$ cat config.mk
export PLATFORM = sky130hd
export DESIGN_NAME = ftstk_top
export DESIGN_NICKNAME = d
export VERILOG_FILES = /design/src/rtl/ftstk_pkg.sv /design/src/rtl/ftstk_flow.sv /design/src/rtl/ftstk_cell.sv /design/src/rtl/ftstk_top.sv
export SDC_FILE = /design/constraint.sdc
export NUM_CORES = 1
export LEC_CHECK = 0
export ABC_AREA = 1
export BUFFER_PORTS_ARGS = -buffer_cell sky130_fd_sc_hd__buf_2
export CAP_MARGIN = 10
export CORE_UTILIZATION = 58
export CTS_CLUSTER_SIZE = 10
export DETAILED_ROUTE_END_ITERATION = 6
export GPL_ROUTABILITY_DRIVEN = 0
export PLACE_DENSITY = 0.87
export SYNTH_ARGS = -nofsm -noshare
export SYNTH_HDL_FRONTEND = slang
export SYNTH_SLANG_ARGS = --single-unit
$ cat constraint.sdc
create_clock -name clk -period 1.7 [get_ports clk]
set_input_delay 0.085 -clock clk [delete_from_list [all_inputs] [get_ports clk]]
set_output_delay 0.085 -clock clk [all_outputs]
set_load 0.01 [all_outputs]
$ cat src/rtl/ftstk_pkg.sv
`timescale 1ns/1ps
package ftstk_pkg;

    localparam int unsigned FT_WIDTH = 4;
    localparam int unsigned FT_DEPTH = 14;

    // A location hands its word down when it is full and the location
    // below is either empty or itself handing down this cycle.
    function automatic logic can_give(logic occ, logic dn_occ, logic dn_give);
        return occ && (!dn_occ || dn_give);
    endfunction

    // Occupancy after the edge: kept unless handed down, set on fill.
    function automatic logic occ_next(logic occ, logic give, logic fill);
        return (occ && !give) || fill;
    endfunction

endpackage

$ cat src/rtl/ftstk_flow.sv
`timescale 1ns/1ps
module ftstk_flow
    import ftstk_pkg::*;
#(
    parameter int unsigned DEPTH = FT_DEPTH
) (
    input  logic [DEPTH-1:0] occ,
    input  logic             wr_valid,
    input  logic             rd_take,
    output logic [DEPTH-1:0] give,
    output logic [DEPTH-1:0] fill,
    output logic             wr_ready
);

    localparam int unsigned LAST = DEPTH - 1;

    // Hand-down decisions ripple from the output end upward.
    always_comb begin
        give       = '0;
        give[LAST] = occ[LAST] && rd_take;
        for (int i = int'(LAST) - 1; i >= 0; i--) begin
            give[i] = can_give(occ[i], occ[i+1], give[i+1]);
        end
    end

    // The top takes a new word only when it is empty.
    assign wr_ready = !occ[0];

    always_comb begin
        fill    = '0;
        fill[0] = wr_valid && !occ[0];
        for (int i = 1; i < int'(DEPTH); i++) begin
            fill[i] = give[i-1];
        end
    end

endmodule

$ cat src/rtl/ftstk_cell.sv
`timescale 1ns/1ps
module ftstk_cell
    import ftstk_pkg::*;
#(
    parameter int unsigned WIDTH = FT_WIDTH
) (
    input  logic             clk,
    input  logic             rst,
    input  logic             fill,
    input  logic             give,
    input  logic [WIDTH-1:0] up_data,
    output logic             occ,
    output logic [WIDTH-1:0] data
);

    // Occupancy is the only reset state.
    always_ff @(posedge clk) begin
        if (rst) begin
            occ <= 1'b0;
        end else begin
            occ <= occ_next(occ, give, fill);
        end
    end

    // Data is loaded on fill only and is never cleared.
    always_ff @(posedge clk) begin
        if (fill && !rst) begin
            data <= up_data;
        end
    end

    AST_CELL_HOLD: assert property (@(posedge clk) disable iff (rst)
        (occ && !give) |=> (occ && $stable(data)));

    AST_CELL_NO_OVERWRITE: assert property (@(posedge clk) disable iff (rst)
        fill |-> (!occ || give));

endmodule

$ cat src/rtl/ftstk_top.sv
`timescale 1ns/1ps
module ftstk_top
    import ftstk_pkg::*;
#(
    parameter int unsigned WIDTH = FT_WIDTH,
    parameter int unsigned DEPTH = FT_DEPTH
) (
    input  logic             clk,
    input  logic             rst,
    input  logic             wr_valid,
    input  logic [WIDTH-1:0] wr_data,
    output logic             wr_ready,
    output logic             rd_valid,
    output logic [WIDTH-1:0] rd_data,
    input  logic             rd_take
);

    localparam int unsigned LAST = DEPTH - 1;

    typedef logic [WIDTH-1:0] word_t;

    logic [DEPTH-1:0] occ;
    logic [DEPTH-1:0] give;
    logic [DEPTH-1:0] fill;
    word_t            loc_data [DEPTH];

    ftstk_flow #(.DEPTH(DEPTH)) u_flow (
        .occ      (occ),
        .wr_valid (wr_valid),
        .rd_take  (rd_take),
        .give     (give),
        .fill     (fill),
        .wr_ready (wr_ready)
    );

    for (genvar i = 0; i < int'(DEPTH); i++) begin : g_loc
        word_t src;
        if (i == 0) begin : g_top
            assign src = wr_data;
        end else begin : g_mid
            assign src = loc_data[i-1];
        end

        ftstk_cell #(.WIDTH(WIDTH)) u_cell (
            .clk     (clk),
            .rst     (rst),
            .fill    (fill[i]),
            .give    (give[i]),
            .up_data (src),
            .occ     (occ[i]),
            .data    (loc_data[i])
        );
    end

    assign rd_valid = occ[LAST];
    assign rd_data  = loc_data[LAST];

    logic acc;
    logic tk;
    assign acc = wr_valid && wr_ready;
    assign tk  = rd_valid && rd_take;

    AST_RESET_CLEARS: assert property (@(posedge clk)
        rst |=> (occ == '0));

    AST_REFUSED_WRITE: assert property (@(posedge clk) disable iff (rst)
        (wr_valid && !wr_ready && !rd_take) |=> ($countones(occ) == $countones($past(occ))));

    AST_COUNT_CONSERVE: assert property (@(posedge clk) disable iff (rst)
        !$past(rst) |-> ($countones(occ) ==
            $countones($past(occ)) + int'($past(acc)) - int'($past(tk))));

    AST_BOTTOM_HOLD: assert property (@(posedge clk) disable iff (rst)
        (rd_valid && !rd_take) |=> (rd_valid && $stable(rd_data)));

    AST_PAUSE_EMPTY: assert property (@(posedge clk) disable iff (rst)
        (!occ[LAST] && !occ[LAST-1]) |=> !rd_valid);

endmodule

==> key figures <==
STA
  • Tcrit/Tclk final: 0.986
  • TNS Setup: 0 ps
  • Final Skew: 10.4 ps
  • Worst-margin pin slew: around 420 ps
  • Fmax achieved: 596 MHz
  • Final setup violation count: 0
  • Tmin final: roughly 1700 ps
  • RSZ-0062 raised after global routing: true
  • Hold Vio Cnt, Final: 0
  • Max-slew headroom: 0.718
  • Final Max Tran Viols: 0

Setup path
  • CP peak stage delay: roughly 370 ps
  • Worst reg2reg startpoint: g_loc[13].u_cell.occ
  • Worst Path Required: 1790 ps
  • Worst-path cell chain: nand3_4, nor2_4, nand4_4, nor2_4, nand4_4, nor2_4, nand3_2, nand2_2, nor2_4
  • Crit Path Max Fanout: 4
  • Reg2reg setup slack: 20 ps
  • R2R depth: 9
  • Reg-to-Reg End: g_loc[1].u_cell.data[2]
  • Crit path DAT: approximately 1800 ps
  • Critical Path Slowest Stage Cell: dfxtp_4
  • Crit Path Class: flip-flop to flip-flop
  • Crit start category: flip-flop
  • CP Capture Type: flip-flop
  • Most used cell, CP: nor2_4

Hold path
  • Hold Crit Class: input port to flip-flop
  • WHS Endpoint: g_loc[0].u_cell.occ
  • Hold Path Stages: 3
  • Hold path startpoint: wr_valid

Power
  • Comb power frac: 0.016
  • Internal power: 2620 uW
  • P_leak: 0.000983 uW
  • Peak supply drop: between 0.0006 and 0.0007 V
  • Pwr dens: 1160 nW/um2
  • Clock group share of total power: 0.409
  • Reg power frac: 0.575
  • Total power: around 3200 uW
  • Net Sw Power: around 600 uW
  • Switching fraction of total power: 0.187

Detailed routing
  • Drt wl/cell: 16.8 um
  • DRC: 0
  • DR iter-0 viols: 65
  • Final WL: 3790 um
  • DR pass1 iterations: 4
  • Final ANT Viol Nets: 0
  • Via density: 5.13
  • Via Count: 1159

Clock tree
  • CTS Buffer Depth: 2
  • CTS tree: yes
  • H-tree levels: 3
  • Clock-pin slew on the worst setup and hold paths: 70 ps
  • Clock root cell: clkbuf_8
  • Clk_lat worst skew: 340 ps
  • Num CTS Buffers: 9
  • Clock Sinks: 70

Synth
  • Post-Syn Area: 2340 um2
  • Cell variety after synth: 14
  • Syn avg cell area: 16.4 um2
  • Syn nets: approximately 150
  • Synthesized flop and latch total: 70
  • Synth Instances: ~140
  • Warnings, synthesis: 0
  • Sequential-to-total area share from yosys stat: 0.839

Die
  • DIE HEIGHT: ~66 um
  • Die X: 65.5 um
  • Row count: 22
  • Die area: 4290 um2
  • Core Box Area: 3770 um2
  • IO Count: 14
  • Initial core utilization: 0.620

Global route
  • Residual overflow from global routing: 0
  • Largest net degree at the start of global routing: 18
  • First-pass GRT wire length: 5590 um
  • Initial antenna violation count: 0
  • Tot GR Track Use: 0.204
  • Vias in the first global route: about 1100

Cells and area
  • Area Overhead vs Synth: 18.3%
  • Nets: 181
  • Antenna cell count: 0
  • Core Util, Final: 0.734
  • Fillers: ~220
  • Share of cells above drive strength 1: 0.264
  • Post-route cell area: 2770 um2

Run status
  • Status: complete, no violations

Place
  • # port buffers: 13
  • Post-DP Area: 2460 um2
  • Hpwl dp: 2420 um

Run
  • Max-cap violations: 0
[cell usage in the layout (no fill, tap or decap), types with 2 or more instances in the layout]
master	count
o211ai_1	2
edfxtp_1	56
buf_4	5
nand3_1	4
o21a_1	2
clkbuf_8	11
dfxtp_1	12
clkbuf_1	2
nor2_1	12
o21ai_0	2
nor2_4	4
nand2_1	10
dfxtp_4	2
buf_2	13
dlygate4sd3_1	4
inv_1	17
nand2_2	3
nand4_4	2
a21oi_1	8
[metal layers]
metal	share of wire	global-route usage
met1	0.41	0.233
met2	0.53	0.331
met3	0.046	0.109
met4	0.0050	0.0571
met5	0	0
[worst max-delay path by stage]
stage                               from                 endpoint  slack (ps)
floorplan           g_loc[13].u_cell.occ  g_loc[1].u_cell.data[0]         130
global route        g_loc[13].u_cell.occ  g_loc[1].u_cell.data[2]         -60
global placement    g_loc[12].u_cell.occ  g_loc[1].u_cell.data[2]         150
detailed placement  g_loc[12].u_cell.occ  g_loc[1].u_cell.data[0]          30
CTS                 g_loc[12].u_cell.occ  g_loc[1].u_cell.data[0]          30
finish              g_loc[13].u_cell.occ  g_loc[1].u_cell.data[2]          20
[synthesized netlist by cell type]
| cell type | count | area share |
|---|---|---|
| a21oi_1 | 9 | 0.019 |
| clkbuf_1 | 3 | 0.0048 |
| dfxtp_1 | 14 | 0.12 |
| edfxtp_1 | 56 | 0.72 |
| inv_1 | 17 | 0.027 |
| nand2_1 | 13 | 0.021 |
| nand3_1 | 4 | 0.0086 |
| nand3_2 | 2 | 0.0086 |
| nand4_4 | 2 | 0.018 |
| nor2_1 | 14 | 0.022 |
| nor2_4 | 3 | 0.014 |
| o211ai_1 | 2 | 0.0064 |
| o21a_1 | 2 | 0.0064 |
| o21ai_0 | 2 | 0.0043 |
[final cells by class]
cell class	count	area, um2	area share
clock buffer	13	159	0.0574
clock inverter	3	42.5	0.0154
inverter	17	63.8	0.0230
multi-input combinational	53	332	0.120
sequential	70	1970	0.711
tap	48	60.1	0.0217
timing repair buffer	22	143	0.0515
[worst max-delay path: cells and delay by family (launching register included)]
family	cells	cell delay, ps
flops	1	370
simple gates	9	1060
[power groups by stage]
stage          clock [uW]  sequential (uW)  combinational, uW
5_1_grt              1410             1850               56.8
3_3_place_gp            0             1890               37.8
4_1_cts              1350             1850               47.4
2_1_floorplan           0             1890               24.7
3_5_place_dp            0             1890               40.3
6_report             1320             1850               53.1
[cells by family after synthesis]
kind of cell | Yosys count | share of synthesized area
and+or+nand+nor | 38 | 0.0930
AOI/OAI and AO/OA | 15 | 0.0364
buffers and inverters | 20 | 0.0321
DFF | 70 | 0.839
[state kept, by name, summed over array words and instances (netlist names)]
signal             cells
g_loc.u_cell.data     56
g_loc.u_cell.occ      14
[stage by stage]
stage | hold slack, ps | instances | setup slack [ps]
floorplan | 184 | 143 | 129
global placement | 263 | 202 | 146
detailed placement | 263 | 202 | 30.7
CTS | 51.7 | 222 | 26.7
global route | 74.1 | 226 | -63.8
finish | 76.5 | 226 | 23.0
[repair_timing]
item / 4_1_cts / 5_1_grt
resized for setup: 0 / 12
setup endpoints to repair: 0 / 12
hold buffers: 4 / 0
hold endpoints to repair: 4 / 0
setup buffers: 0 / 4
Note: power is estimated with default switching activity, not from simulation.
